<file path="src/rtl/spi_master_pkg.sv">
package spi_master_pkg;
  typedef enum logic [1:0] {
    ST_IDLE  = 2'd0,
    ST_ARM   = 2'd1,
    ST_SHIFT = 2'd2
  } xfer_state_e;

  typedef enum logic {
    SRC_SYSDIV = 1'b0,
    SRC_TICK   = 1'b1
  } clk_src_e;
endpackage

</file>
<file path="src/rtl/spi_bit_timer.sv">
module spi_bit_timer
  import spi_master_pkg::*;
#(
  parameter int SYS_DIV = 64
) (
  input  logic clk_i,
  input  logic rst_ni,
  input  logic run_i,
  input  logic src_i,
  input  logic tick_i,
  output logic adv_o
);
  localparam int HALF = SYS_DIV / 2;
  localparam int CW   = (HALF > 1) ? $clog2(HALF) : 1;

  logic sys_adv;

  generate
    if (HALF <= 1) begin : g_nodiv
      assign sys_adv = run_i;
    end else begin : g_div
      logic [CW-1:0] cnt_q;
      logic          wrap;
      assign wrap = (cnt_q == CW'(HALF - 1));
      // counter restarts whenever the shifter is not running
      always_ff @(posedge clk_i or negedge rst_ni) begin
        if (!rst_ni)              cnt_q <= '0;
        else if (!run_i || wrap)  cnt_q <= '0;
        else                      cnt_q <= cnt_q + 1'b1;
      end
      assign sys_adv = run_i && wrap;
    end
  endgenerate

  assign adv_o = (clk_src_e'(src_i) == SRC_TICK) ? tick_i : sys_adv;
endmodule

</file>
<file path="src/rtl/spi_shifter.sv">
module spi_shifter #(
  parameter int DATA_W = 8
) (
  input  logic              clk_i,
  input  logic              rst_ni,
  input  logic              load_i,
  input  logic [DATA_W-1:0] load_data_i,
  input  logic              sample_i,
  input  logic              shift_i,
  input  logic              sdi_i,
  output logic [DATA_W-1:0] data_o,
  output logic              msb_o
);
  logic [DATA_W-1:0] sh_q;
  logic              smp_q;

  always_ff @(posedge clk_i or negedge rst_ni) begin
    if (!rst_ni) begin
      sh_q  <= '0;
      smp_q <= 1'b0;
    end else begin
      if (load_i)        sh_q <= load_data_i;
      else if (shift_i)  sh_q <= {sh_q[DATA_W-2:0], smp_q};
      if (sample_i)      smp_q <= sdi_i;
    end
  end

  assign data_o = sh_q;
  assign msb_o  = sh_q[DATA_W-1];
endmodule

</file>
<file path="src/rtl/spi_xfer_ctrl.sv">
module spi_xfer_ctrl
  import spi_master_pkg::*;
#(
  parameter int DATA_W = 8
) (
  input  logic clk_i,
  input  logic rst_ni,
  input  logic en_i,
  input  logic cpol_i,
  input  logic cpha_i,
  input  logic src_i,
  input  logic wr_i,
  input  logic rd_i,
  input  logic irq_clr_i,
  input  logic wcol_clr_i,
  input  logic adv_i,
  output logic run_o,
  output logic load_o,
  output logic sample_o,
  output logic shift_o,
  output logic sck_o,
  output logic busy_o,
  output logic armed_o,
  output logic full_o,
  output logic irq_o,
  output logic wcol_o
);
  localparam int HALVES = 2 * DATA_W;
  localparam int HW     = $clog2(HALVES);

  xfer_state_e   state_q, state_d;
  logic [HW-1:0] half_q;
  logic          sck_q, full_q, irq_q, wcol_q;
  logic          lead, accept, collide, second_half, last_half, done, in_shift;

  assign lead        = cpol_i ^ cpha_i;
  assign in_shift    = (state_q == ST_SHIFT);
  assign accept      = wr_i && en_i && (state_q == ST_IDLE);
  assign collide     = wr_i && en_i && (state_q != ST_IDLE);
  assign second_half = half_q[0];
  assign last_half   = (half_q == HW'(HALVES - 1));
  assign sample_o    = in_shift && en_i && adv_i && !second_half;
  assign shift_o     = in_shift && en_i && adv_i && second_half;
  assign done        = shift_o && last_half;
  assign load_o      = accept;
  assign run_o       = in_shift;

  always_comb begin
    state_d = state_q;
    unique case (state_q)
      ST_IDLE: if (accept)
                 state_d = (clk_src_e'(src_i) == SRC_TICK) ? ST_ARM : ST_SHIFT;
      ST_ARM:  if (!en_i) state_d = ST_IDLE;
               else if (adv_i) state_d = ST_SHIFT;
      ST_SHIFT: if (!en_i || done) state_d = ST_IDLE;
      default: state_d = ST_IDLE;
    endcase
  end

  always_ff @(posedge clk_i or negedge rst_ni) begin
    if (!rst_ni) begin
      state_q <= ST_IDLE;
      half_q  <= '0;
      sck_q   <= 1'b0;
    end else begin
      state_q <= state_d;
      if (state_d == ST_SHIFT && !in_shift) begin
        half_q <= '0;
        sck_q  <= lead;
      end else if (sample_o) begin
        half_q <= half_q + 1'b1;
        sck_q  <= ~lead;
      end else if (shift_o && !last_half) begin
        half_q <= half_q + 1'b1;
        sck_q  <= lead;
      end
    end
  end

  // set wins over clear on every flag
  always_ff @(posedge clk_i or negedge rst_ni) begin
    if (!rst_ni) begin
      full_q <= 1'b0;
      irq_q  <= 1'b0;
      wcol_q <= 1'b0;
    end else begin
      if (done)            full_q <= 1'b1;
      else if (rd_i)       full_q <= 1'b0;
      if (done)            irq_q  <= 1'b1;
      else if (irq_clr_i)  irq_q  <= 1'b0;
      if (collide)         wcol_q <= 1'b1;
      else if (wcol_clr_i) wcol_q <= 1'b0;
    end
  end

  // outside the shift phase the pin follows the idle level directly
  assign sck_o   = in_shift ? sck_q : cpol_i;
  assign busy_o  = (state_q != ST_IDLE);
  assign armed_o = (state_q == ST_ARM);
  assign full_o  = full_q;
  assign irq_o   = irq_q;
  assign wcol_o  = wcol_q;
endmodule

</file>
<file path="src/rtl/spi_shift_master.sv">
module spi_shift_master #(
  parameter int DATA_W  = 8,
  parameter int SYS_DIV = 64
) (
  input  logic              clk_i,
  input  logic              rst_ni,
  input  logic              en_i,
  input  logic              cpol_i,
  input  logic              cpha_i,
  input  logic              clk_src_i,
  input  logic              tick_i,
  input  logic              wr_i,
  input  logic [DATA_W-1:0] wdata_i,
  input  logic              rd_i,
  input  logic              irq_clr_i,
  input  logic              wcol_clr_i,
  output logic [DATA_W-1:0] rdata_o,
  output logic              full_o,
  output logic              irq_o,
  output logic              wcol_o,
  output logic              sck_o,
  output logic              sdo_o,
  input  logic              sdi_i
);
  logic run, adv, load, sample, shift, busy, armed;

  spi_bit_timer #(.SYS_DIV(SYS_DIV)) u_timer (
    .clk_i  (clk_i),
    .rst_ni (rst_ni),
    .run_i  (run),
    .src_i  (clk_src_i),
    .tick_i (tick_i),
    .adv_o  (adv)
  );

  spi_xfer_ctrl #(.DATA_W(DATA_W)) u_ctrl (
    .clk_i      (clk_i),
    .rst_ni     (rst_ni),
    .en_i       (en_i),
    .cpol_i     (cpol_i),
    .cpha_i     (cpha_i),
    .src_i      (clk_src_i),
    .wr_i       (wr_i),
    .rd_i       (rd_i),
    .irq_clr_i  (irq_clr_i),
    .wcol_clr_i (wcol_clr_i),
    .adv_i      (adv),
    .run_o      (run),
    .load_o     (load),
    .sample_o   (sample),
    .shift_o    (shift),
    .sck_o      (sck_o),
    .busy_o     (busy),
    .armed_o    (armed),
    .full_o     (full_o),
    .irq_o      (irq_o),
    .wcol_o     (wcol_o)
  );

  spi_shifter #(.DATA_W(DATA_W)) u_shift (
    .clk_i       (clk_i),
    .rst_ni      (rst_ni),
    .load_i      (load),
    .load_data_i (wdata_i),
    .sample_i    (sample),
    .shift_i     (shift),
    .sdi_i       (sdi_i),
    .data_o      (rdata_o),
    .msb_o       (sdo_o)
  );
endmodule

</file>
<file path="config.mk">
export PLATFORM = sky130hd
export DESIGN_NAME = spi_shift_master
export DESIGN_NICKNAME = d
export VERILOG_FILES = /design/src/rtl/spi_master_pkg.sv /design/src/rtl/spi_bit_timer.sv /design/src/rtl/spi_shifter.sv /design/src/rtl/spi_xfer_ctrl.sv /design/src/rtl/spi_shift_master.sv
export SDC_FILE = /design/constraint.sdc
export NUM_CORES = 1
export LEC_CHECK = 0
export BUFFER_PORTS_ARGS = -buffer_cell sky130_fd_sc_hd__buf_2
export CAP_MARGIN = 20
export CELL_PAD_IN_SITES_DETAIL_PLACEMENT = 1
export CELL_PAD_IN_SITES_GLOBAL_PLACEMENT = 1
export CORE_ASPECT_RATIO = 0.9
export CORE_MARGIN = 1.5
export CORE_UTILIZATION = 39
export DETAILED_ROUTE_END_ITERATION = 12
export PLACE_DENSITY_LB_ADDON = 0.1
export SLEW_MARGIN = 5
export SYNTH_ARGS = -nofsm -noshare
export SYNTH_HDL_FRONTEND = slang
export SYNTH_SLANG_ARGS = --single-unit
</file>
<file path="constraint.sdc">
create_clock -name clk_i -period 2.5 [get_ports clk_i]
set_input_delay 0.375 -clock clk_i [delete_from_list [all_inputs] [get_ports clk_i]]
set_output_delay 0.375 -clock clk_i [all_outputs]
set_load 0.1 [all_outputs]
</file>
==> flow_metrics.tcl, run 1 <==
set metrics [dict create \
    status "finished clean" \
    slew_viol_final 0 \
    post-route-period-util_pct 87.2 \
    finish.utilization_pct 50.4 \
    drt_iter0_drc 30 \
    num_rows 18 \
    worstPathCellList "ha_1, and3_1, ha_1, mux2_2, nand3_1, buf_4, mux2i_1, o21ai_0" \
    io_pins 33 \
    crit_cells 8 \
    drt_first_pass_iters 4 \
    start_kind "flip-flop" \
    r2r_cells 8 \
    grt_pass1_vias 1021 \
    ys_ff_latch 24 \
    finClkSkew_ns 0.00779 \
    cp-end-kind "flip-flop" \
    vias 969 \
    place.gp.congestion 0.825 \
    slew-limit-headroom_pct 63.6 \
    combPwrFrac_pct 39.5 \
    core_um2 2840 \
    pre_cts_ws_ns 0.346 \
    drive_gt1_share_pct 31.3 \
    cts_hold_buffers 0 \
    critPathMaxStageDelay_ns 0.42 \
    grt_pass1_wl_mm 4.75 \
    mostFrequentLayoutCells "buf_2 (32), dfrtp_1 (24), nand2_1 (13), mux2i_1 (10), o21ai_0 (10)" \
    yosysWarnings 0 \
    dieArea_um2 3450 \
    grt_max_degree 25 \
    cp_max_fo 6 \
    fin_tns_setup_ns 0 \
    cts_buffer_depth 2 \
    swShare_pct 46.0 \
    startpoint "u_timer.g_div.cnt_q[0]" \
    path_class "flip-flop to flip-flop" \
    seqPwrFrac_pct 44.6 \
    power.density_nw_per_um2 748 \
    postCtsResizedCells 0 \
    leakagePower_nw 0.747 \
    rsz0062_at_grt "no" \
    path_buf_inv 1 \
    grtUsageTotal_pct 17.9 \
    dpl-instance-area_um2 1410 \
    crit_family "multiplexers" \
    tightest_slew_ns 0.546 \
    routed_via_density 5.18 \
    postCtsSetupRepairBufs 0 \
    die_y_um 55.9 \
    path_common_cell "ha_1" \
    pwr-share-clk_pct 15.9 \
    grt_overflow 0 \
    clkTransAtPathRegs_ns 0.13 \
    routed_wl_mm 2.72 \
    fin_area_um2 1430 \
    numCtsBuffers 3 \
    io_buffers 32 \
    htree_num_levels 1 \
    syn_area_um2 1210 \
    fmax_ghz 0.458 \
    syn-num-nets 137 \
    seq_area_um2 601 \
    netlist_instances 114 \
    r2r_end "u_shift.data_o[3]" \
    wl_per_cell_um 14.6 \
    cts_root_buffer "clkbuf_4" \
    final-setup-viol-count 0 \
    final.fill_count 362 \
    antenna_found_initial 0 \
    synth_flop_cell "dfrtp_1" \
    final_common_cell "buf_2" \
    cts_tree "yes" \
    hold-worst-slack_ns 0.0224 \
    synth_edf_count 0 \
    synthArstFlopShare_pct 100 \
    r2r_start "u_timer.g_div.cnt_q[0]" \
    syn2layout_area_growth_pct 18.2 \
    fin_ws_ns 0.319 \
    ys_types 35 \
    ys_seq_area_share_pct 49.6 \
    hold_viol_final 0 \
    critical_path.slowest_cell "dfrtp_1" \
    arrival_ns 2.38 \
    p_sw_w 0.000493 \
    dp_hpwl_mm 2.09 \
    nNetsFinal 172 \
    insertion_delay_ns 0.31 \
    multi_input_area_um2 572 \
    drv_cap 0 \
    worstHoldPathType "input port to asynchronous set/reset pin" \
    post-route-min-period_ns 2.18 \
    cts_sinks 24 \
    ant_nets 0 \
    worst_ep_required_time_ns 2.70 \
    regToRegSetupSlack_ns 0.32 \
    diodes 0 \
    remaining_drc_errors 0 \
    worstSetupEndpoint "u_shift.data_o[3]" \
    synth_area_per_cell_um2 10.6 \
    peakVddDrop_mv 0.441 \
    p_int_w 0.000578 \
    start_util_pct 42.7 \
    die_w_um 61.7 \
]
-- through the flow --
step	cells	power, W
final	187	0.00107
after global routing	187	0.00113
after CTS	187	0.00108
after detailed placement	184	0.000913
after global placement	184	0.000904
after floorplan	114	0.000828
-- layout make-up --
class                      count  area share [%]
sequential                    24            42.0
multi-input combinational     83            39.9
timing repair buffer          34            12.2
tap                           40            3.50
clock buffer                   3            1.57
inverter                       3           0.787
-- state kept, by name (all words and copies together) (netlist names) --
signal	cells
u_timer.g_div.cnt_q	5
u_ctrl.full_o	1
u_ctrl.state_q	2
u_ctrl.half_q	4
u_shift.data_o	8
u_ctrl.wcol_o	1
u_ctrl.irq_o	1
u_ctrl.sck_q	1
u_shift.smp_q	1
-- per-layer routing --
metal | wire (um) | part of all wire (%) | vias to the layer above | global-route usage [%]
met5 | 0 | 0 | - | 0
met1 | 1190 | 44 | 475 | 23.7
li1 | - | - | 471 | -
met3 | 131 | 4.8 | 0 | 5.35
met2 | 1400 | 51 | 23 | 29.8
met4 | 0 | 0 | 0 | 1.82
-- logic make-up after synthesis --
family | count (synthesis) | share of synthesized area (%)
compound gates | 21 | 11.2
simple gates | 42 | 18.8
flops | 24 | 49.6
xor+xnor | 3 | 2.17
buf+inv | 7 | 3.20
fa+ha+maj | 3 | 3.10
mux | 14 | 12.0
-- cells in the mapped netlist, types with 2 or more instances --
| master | count | area (um2) |
|---|---|---|
| a21oi_1 | 3 | 15.0 |
| and2_1 | 2 | 12.5 |
| and3b_1 | 2 | 17.5 |
| dfrtp_1 | 24 | 601 |
| ha_1 | 3 | 37.5 |
| inv_1 | 3 | 11.3 |
| mux2_2 | 4 | 45.0 |
| mux2i_1 | 10 | 100 |
| nand2_1 | 13 | 48.8 |
| nand2b_1 | 3 | 18.8 |
| nand3_1 | 5 | 25.0 |
| nor2_1 | 6 | 22.5 |
| nor3_1 | 3 | 15.0 |
| o21ai_0 | 10 | 50.1 |
| o22ai_1 | 2 | 12.5 |
| xor2_1 | 2 | 17.5 |
-- power by group through the flow --
stage                     sequential, W  combinational [W]  clock [W]
after CTS                      0.000478           0.000427   0.000177
after floorplan                0.000691           0.000136          0
after global routing           0.000486           0.000447   0.000195
after detailed placement       0.000486           0.000427          0
after global placement         0.000484           0.000420          0
final                          0.000478           0.000423   0.000170
-- how the worst min path moves through the flow --
| stage | startpoint | endpoint | slack [ns] | depth (start not counted) |
|---|---|---|---|---|
| after floorplan | rst_ni | u_ctrl.full_o | 0.08 | 0 |
| after CTS | rst_ni | u_ctrl.wcol_o | 0.04 | 1 |
| after global routing | rst_ni | u_ctrl.wcol_o | 0.03 | 1 |
| after global placement | rst_ni | u_ctrl.wcol_o | 0.39 | 1 |
| final | rst_ni | u_ctrl.wcol_o | 0.02 | 1 |
| after detailed placement | rst_ni | u_ctrl.wcol_o | 0.40 | 1 |
Note: power is estimated with default switching activity, not from simulation.
==> run 2, diff against run 1 <==
--- a/config.mk
+++ b/config.mk
@@ -9,3 +9,3 @@
 export CAP_MARGIN = 20
-export CELL_PAD_IN_SITES_DETAIL_PLACEMENT = 1
+export CELL_PAD_IN_SITES_DETAIL_PLACEMENT = 0
 export CELL_PAD_IN_SITES_GLOBAL_PLACEMENT = 1
--- a/constraint.sdc
+++ b/constraint.sdc
@@ -3,2 +3,2 @@
 set_output_delay 0.375 -clock clk_i [all_outputs]
-set_load 0.1 [all_outputs]
+set_load 0.02 [all_outputs]
==> run 2 against run 1 <==
  * Non-clock buffer count unchanged
  * Critical path type unchanged
  * Sequential share of layout area unchanged
  * Wire length decreased by 17%
  * Cell area unchanged
  * First-iteration DRC count increased by 60%
  * Register-to-register slack improved by 0.02 ns
  * Cell count unchanged
  * Maximum frequency increased by 0.81%
  * Clock skew decreased by 0.0022 ns
==> flow_metrics.tcl, run 2 (synthesis gave the netlist of run 1 again) <==
set metrics [dict create \
    status "finished clean" \
    numCtsBuffers 3 \
    r2r_start "u_timer.g_div.cnt_q[0]" \
    grtUsageTotal_pct 14.8 \
    hold_viol_final 0 \
    cp_max_fo 6 \
    r2r_cells 8 \
    place.gp.congestion 0.825 \
    post-route-min-period_ns 2.16 \
    cp-end-kind "flip-flop" \
    clkTransAtPathRegs_ns 0.12 \
    drive_gt1_share_pct 31.3 \
    r2r_end "u_shift.data_o[0]" \
    seq_area_um2 601 \
    final-setup-viol-count 0 \
    antenna_found_initial 0 \
    arrival_ns 2.35 \
    grt_max_degree 25 \
    grt_overflow 0 \
    diodes 0 \
    dp_hpwl_mm 1.74 \
    fmax_ghz 0.462 \
    cts_hold_buffers 0 \
    post-route-period-util_pct 86.5 \
    fin_tns_setup_ns 0 \
    worstHoldPathType "input port to asynchronous set/reset pin" \
    final_common_cell "buf_2" \
    syn2layout_area_growth_pct 18.2 \
    final.fill_count 296 \
    slew_viol_final 0 \
    cts_buffer_depth 2 \
    postCtsResizedCells 0 \
    start_util_pct 42.7 \
    mostFrequentLayoutCells "buf_2 (32), dfrtp_1 (24), nand2_1 (13), mux2i_1 (10), o21ai_0 (10)" \
    wl_per_cell_um 12.0 \
    worst_ep_required_time_ns 2.69 \
    regToRegSetupSlack_ns 0.34 \
    routed_via_density 4.94 \
    die_y_um 55.9 \
    insertion_delay_ns 0.30 \
    finClkSkew_ns 0.00555 \
    htree_num_levels 1 \
    routed_wl_mm 2.25 \
    ant_nets 0 \
    nNetsFinal 172 \
    peakVddDrop_mv 0.265 \
    core_um2 2840 \
    tightest_slew_ns 0.532 \
    dpl-instance-area_um2 1410 \
    vias 923 \
    path_class "flip-flop to flip-flop" \
    grt_pass1_wl_mm 3.93 \
    cts_root_buffer "clkbuf_4" \
    io_pins 33 \
    drt_first_pass_iters 4 \
    num_rows 18 \
    power.density_nw_per_um2 584 \
    io_buffers 32 \
    cts_tree "yes" \
    drt_iter0_drc 48 \
    dieArea_um2 3450 \
    start_kind "flip-flop" \
    multi_input_area_um2 572 \
    fin_area_um2 1430 \
    cts_sinks 24 \
    leakagePower_nw 0.747 \
    drv_cap 0 \
    die_w_um 61.7 \
    largest_reg_flops 8 \
    slew-limit-headroom_pct 64.6 \
    grt_pass1_vias 870 \
    postCtsSetupRepairBufs 0 \
    remaining_drc_errors 0 \
    rsz0062_at_grt "no" \
]
[run 2: stage by stage]
stage                     worst slack, ns  cells  power [W]  utilization [%]  hold WS, ns
after floorplan                     0.496    114   0.000610                -       0.0794
after global placement              0.405    184   0.000683             49.6        0.393
after detailed placement            0.356    184   0.000687             49.6        0.392
after CTS                           0.322    187   0.000853             50.4       0.0432
after global routing                0.162    187   0.000897             50.4       0.0515
final                               0.336    187   0.000836             50.4       0.0297
[run 2: worst max-delay path by stage]
| stage | startpoint | endpoint | slack [ns] | cells past startpoint |
|---|---|---|---|---|
| after floorplan | u_timer.g_div.cnt_q[0] | u_ctrl.sck_q | 0.50 | 7 |
| after global placement | u_timer.g_div.cnt_q[0] | u_shift.data_o[4] | 0.40 | 8 |
| after detailed placement | u_timer.g_div.cnt_q[0] | u_shift.data_o[0] | 0.36 | 8 |
| after CTS | u_timer.g_div.cnt_q[0] | u_shift.data_o[0] | 0.32 | 8 |
| after global routing | u_timer.g_div.cnt_q[0] | u_ctrl.half_q[3] | 0.16 | 8 |
| final | u_timer.g_div.cnt_q[0] | u_shift.data_o[0] | 0.34 | 8 |
[run 2: report_power, final]
group | total [W] | internal, W | leakage, nW | switching [W]
Clock | 0.000162 | 0.0000562 | 0.0138 | 0.000106
Combinational | 0.000198 | 0.0000856 | 0.416 | 0.000112
Sequential | 0.000476 | 0.000437 | 0.317 | 0.0000393
Total | 0.000836 | 0.000578 | 0.747 | 0.000258
[run 2: final cells by class]
type | count | area share, %
clock buffer | 3 | 1.57
inverter | 3 | 0.787
multi-input combinational | 83 | 39.9
sequential | 24 | 42.0
tap | 40 | 3.50
timing repair buffer | 34 | 12.2
[run 2: layer usage]
layer | part of all wire, % | wire [um] | vias to the layer above | global-route usage, %
met5 | 0 | 0 | - | 0
met4 | 0.44 | 10 | 0 | 1.82
met3 | 4.8 | 107 | 2 | 4.65
met2 | 48 | 1090 | 20 | 23.8
met1 | 46 | 1050 | 429 | 20.1
li1 | - | - | 472 | -
[run 2: critical path: stages (launching register included)]
cell and delay, ns:
dfrtp_1 0.42, ha_1 0.22, and3_1 0.19, ha_1 0.21, mux2_2 0.30, nand3_1 0.22, buf_4 0.22, mux2i_1 0.18
o21ai_0 0.09
==> run 3, diff against run 2 <==
CELL_PAD_IN_SITES_DETAIL_PLACEMENT = not set   (was 0)
CELL_PAD_IN_SITES_GLOBAL_PLACEMENT = not set   (was 1)
CORE_UTILIZATION = 51   (was 39)
GPL_TIMING_DRIVEN = 1   (was not set)
PLACE_DENSITY = 0.78   (was not set)
PLACE_DENSITY_LB_ADDON = not set   (was 0.1)
==> run 3 against run 2 <==
  * Largest cell class unchanged
  * Setup slack got worse by 0.080 ns
  * Die area fell by 22%
  * Flip-flop and latch count did not move
  * Register-to-register slack got worse by 0.08 ns
  * Sequential power barely moved
  * Largest power group unchanged
==> flow_metrics.tcl, run 3 (synthesis gave the netlist of run 1 again) <==
set metrics [dict create \
    dieArea_um2 2680 \
    diodes 0 \
    ant_nets 0 \
    pwr-share-clk_pct 29.3 \
    start_kind "flip-flop" \
    rsz0062_at_grt "no" \
    antenna_found_initial 0 \
    mostFrequentLayoutCells "buf_2 (32), dfrtp_1 (24), nand2_1 (13), mux2i_1 (10), o21ai_0 (10)" \
    die_w_um 54.4 \
    die_y_um 49.2 \
    multi_input_area_um2 572 \
    post-route-min-period_ns 2.24 \
    htree_num_levels 1 \
    crit_family "simple AND/OR/NAND/NOR gates" \
    routed_via_density 5.71 \
    cp_max_fo 9 \
    cp-end-kind "flip-flop" \
    dp_hpwl_mm 1.90 \
    grt_pass1_wl_mm 4.09 \
    grt_max_degree 25 \
    power.density_nw_per_um2 671 \
    hold_viol_final 0 \
    largest_reg_flops 8 \
    worstHoldPathType "input port to asynchronous set/reset pin" \
    core_um2 2200 \
    dpl-instance-area_um2 1380 \
    io_pins 33 \
    path_common_cell "ha_1" \
    regToRegSetupSlack_ns 0.26 \
    num_rows 16 \
    worstPathCellList "ha_1, and3_1, ha_1, mux2_2, nand3_1, mux2i_1, o21ai_0" \
    post-route-period-util_pct 89.7 \
    cts_root_buffer "clkbuf_4" \
    cts_buffer_depth 2 \
    worstSetupEndpoint "u_shift.data_o[4]" \
    status "finished clean" \
    routed_wl_mm 2.44 \
    vias 988 \
    place.gp.congestion 0.872 \
    finish.utilization_pct 64.9 \
    cts_tree "yes" \
    drive_gt1_share_pct 30.8 \
    grt_overflow 0 \
    io_buffers 32 \
    fin_tns_setup_ns 0 \
    clkTransAtPathRegs_ns 0.13 \
    finClkSkew_ns 0.00204 \
    critical_path.slowest_cell "dfrtp_1" \
    r2r_start "u_timer.g_div.cnt_q[0]" \
    syn2layout_area_growth_pct 18.1 \
    fin_area_um2 1430 \
    path_buf_inv 0 \
    leakagePower_nw 0.752 \
    start_util_pct 55.0 \
    slew-limit-headroom_pct 50.3 \
    cts_hold_buffers 0 \
    slew_viol_final 0 \
    grt_pass1_vias 931 \
    r2r_end "u_shift.data_o[4]" \
    insertion_delay_ns 0.32 \
    p_int_w 0.000683 \
    cts_sinks 24 \
    nNetsFinal 170 \
    grtUsageTotal_pct 21.3 \
    critPathMaxStageDelay_ns 0.42 \
    numCtsBuffers 3 \
    final.fill_count 193 \
    peakVddDrop_mv 0.473 \
    seqPwrFrac_pct 49.8 \
    p_sw_w 0.000277 \
    drt_iter0_drc 16 \
    drv_cap 0 \
    arrival_ns 2.41 \
    startpoint "u_timer.g_div.cnt_q[0]" \
    postCtsResizedCells 0 \
    tightest_slew_ns 0.742 \
    combPwrFrac_pct 20.9 \
    seq_area_um2 601 \
    final_common_cell "buf_2" \
    final-setup-viol-count 0 \
    postCtsSetupRepairBufs 0 \
    swShare_pct 28.8 \
    crit_cells 7 \
    r2r_cells 7 \
    worst_ep_required_time_ns 2.67 \
    path_class "flip-flop to flip-flop" \
    fmax_ghz 0.446 \
    wl_per_cell_um 14.1 \
    remaining_drc_errors 0 \
    drt_first_pass_iters 4 \
]
-- run 3: cell count changes in the layout (fill, tap and decap cells not counted), sizes merged --
cell,before,now
buf,34,32
bufinv,0,1
-- run 3: area by class of cell --
| class | instances | share of cell area, % |
|---|---|---|
| Inverter | 3 | 0.787 |
| Multi-Input combinational cell | 83 | 40.0 |
| Sequential cell | 24 | 42.0 |
| Clock inverter | 1 | 2.10 |
| Clock buffer | 3 | 1.57 |
| Timing Repair Buffer | 32 | 11.2 |
| Tap cell | 27 | 2.36 |
-- run 3: power groups by stage --
stage	clock network, W	logic [W]	registers, W
after floorplan	0	0.0000993	0.000511
after global placement	0	0.000193	0.000482
after detailed placement	0	0.000204	0.000485
after CTS	0.000289	0.000204	0.000478
after global routing	0.000306	0.000223	0.000486
final	0.000281	0.000201	0.000477
-- run 3: layer usage --
layer	track usage, %	vias up	share of wire (%)
met5	0	-	0
met4	10.4	0	2.7
met3	3.99	9	5.9
met2	32.7	39	47
met1	28.3	469	44
li1	-	471	-
-- run 3: how the worst min path moves through the flow --
stage | startpoint | endpoint | slack [ns]
2_1_floorplan | rst_ni | u_ctrl.full_o | 0.08
3_3_place_gp | rst_ni | u_ctrl.state_q[0] | 0.38
3_5_place_dp | rst_ni | u_ctrl.wcol_o | 0.39
4_1_cts | rst_ni | u_ctrl.wcol_o | 0.02
5_1_grt | rst_ni | u_timer.g_div.cnt_q[1] | 0.04
6_report | rst_ni | u_shift.data_o[4] | 0.009
-- run 3: through the flow --
stage                     total power [W]  cells  hold WS, ns  worst slack [ns]
after floorplan                  0.000610    114       0.0794             0.496
after global placement           0.000675    169        0.378             0.357
after detailed placement         0.000689    169        0.385             0.272
after CTS                        0.000971    173       0.0228             0.250
after global routing              0.00102    173       0.0367             0.106
final                            0.000960    173      0.00895             0.257
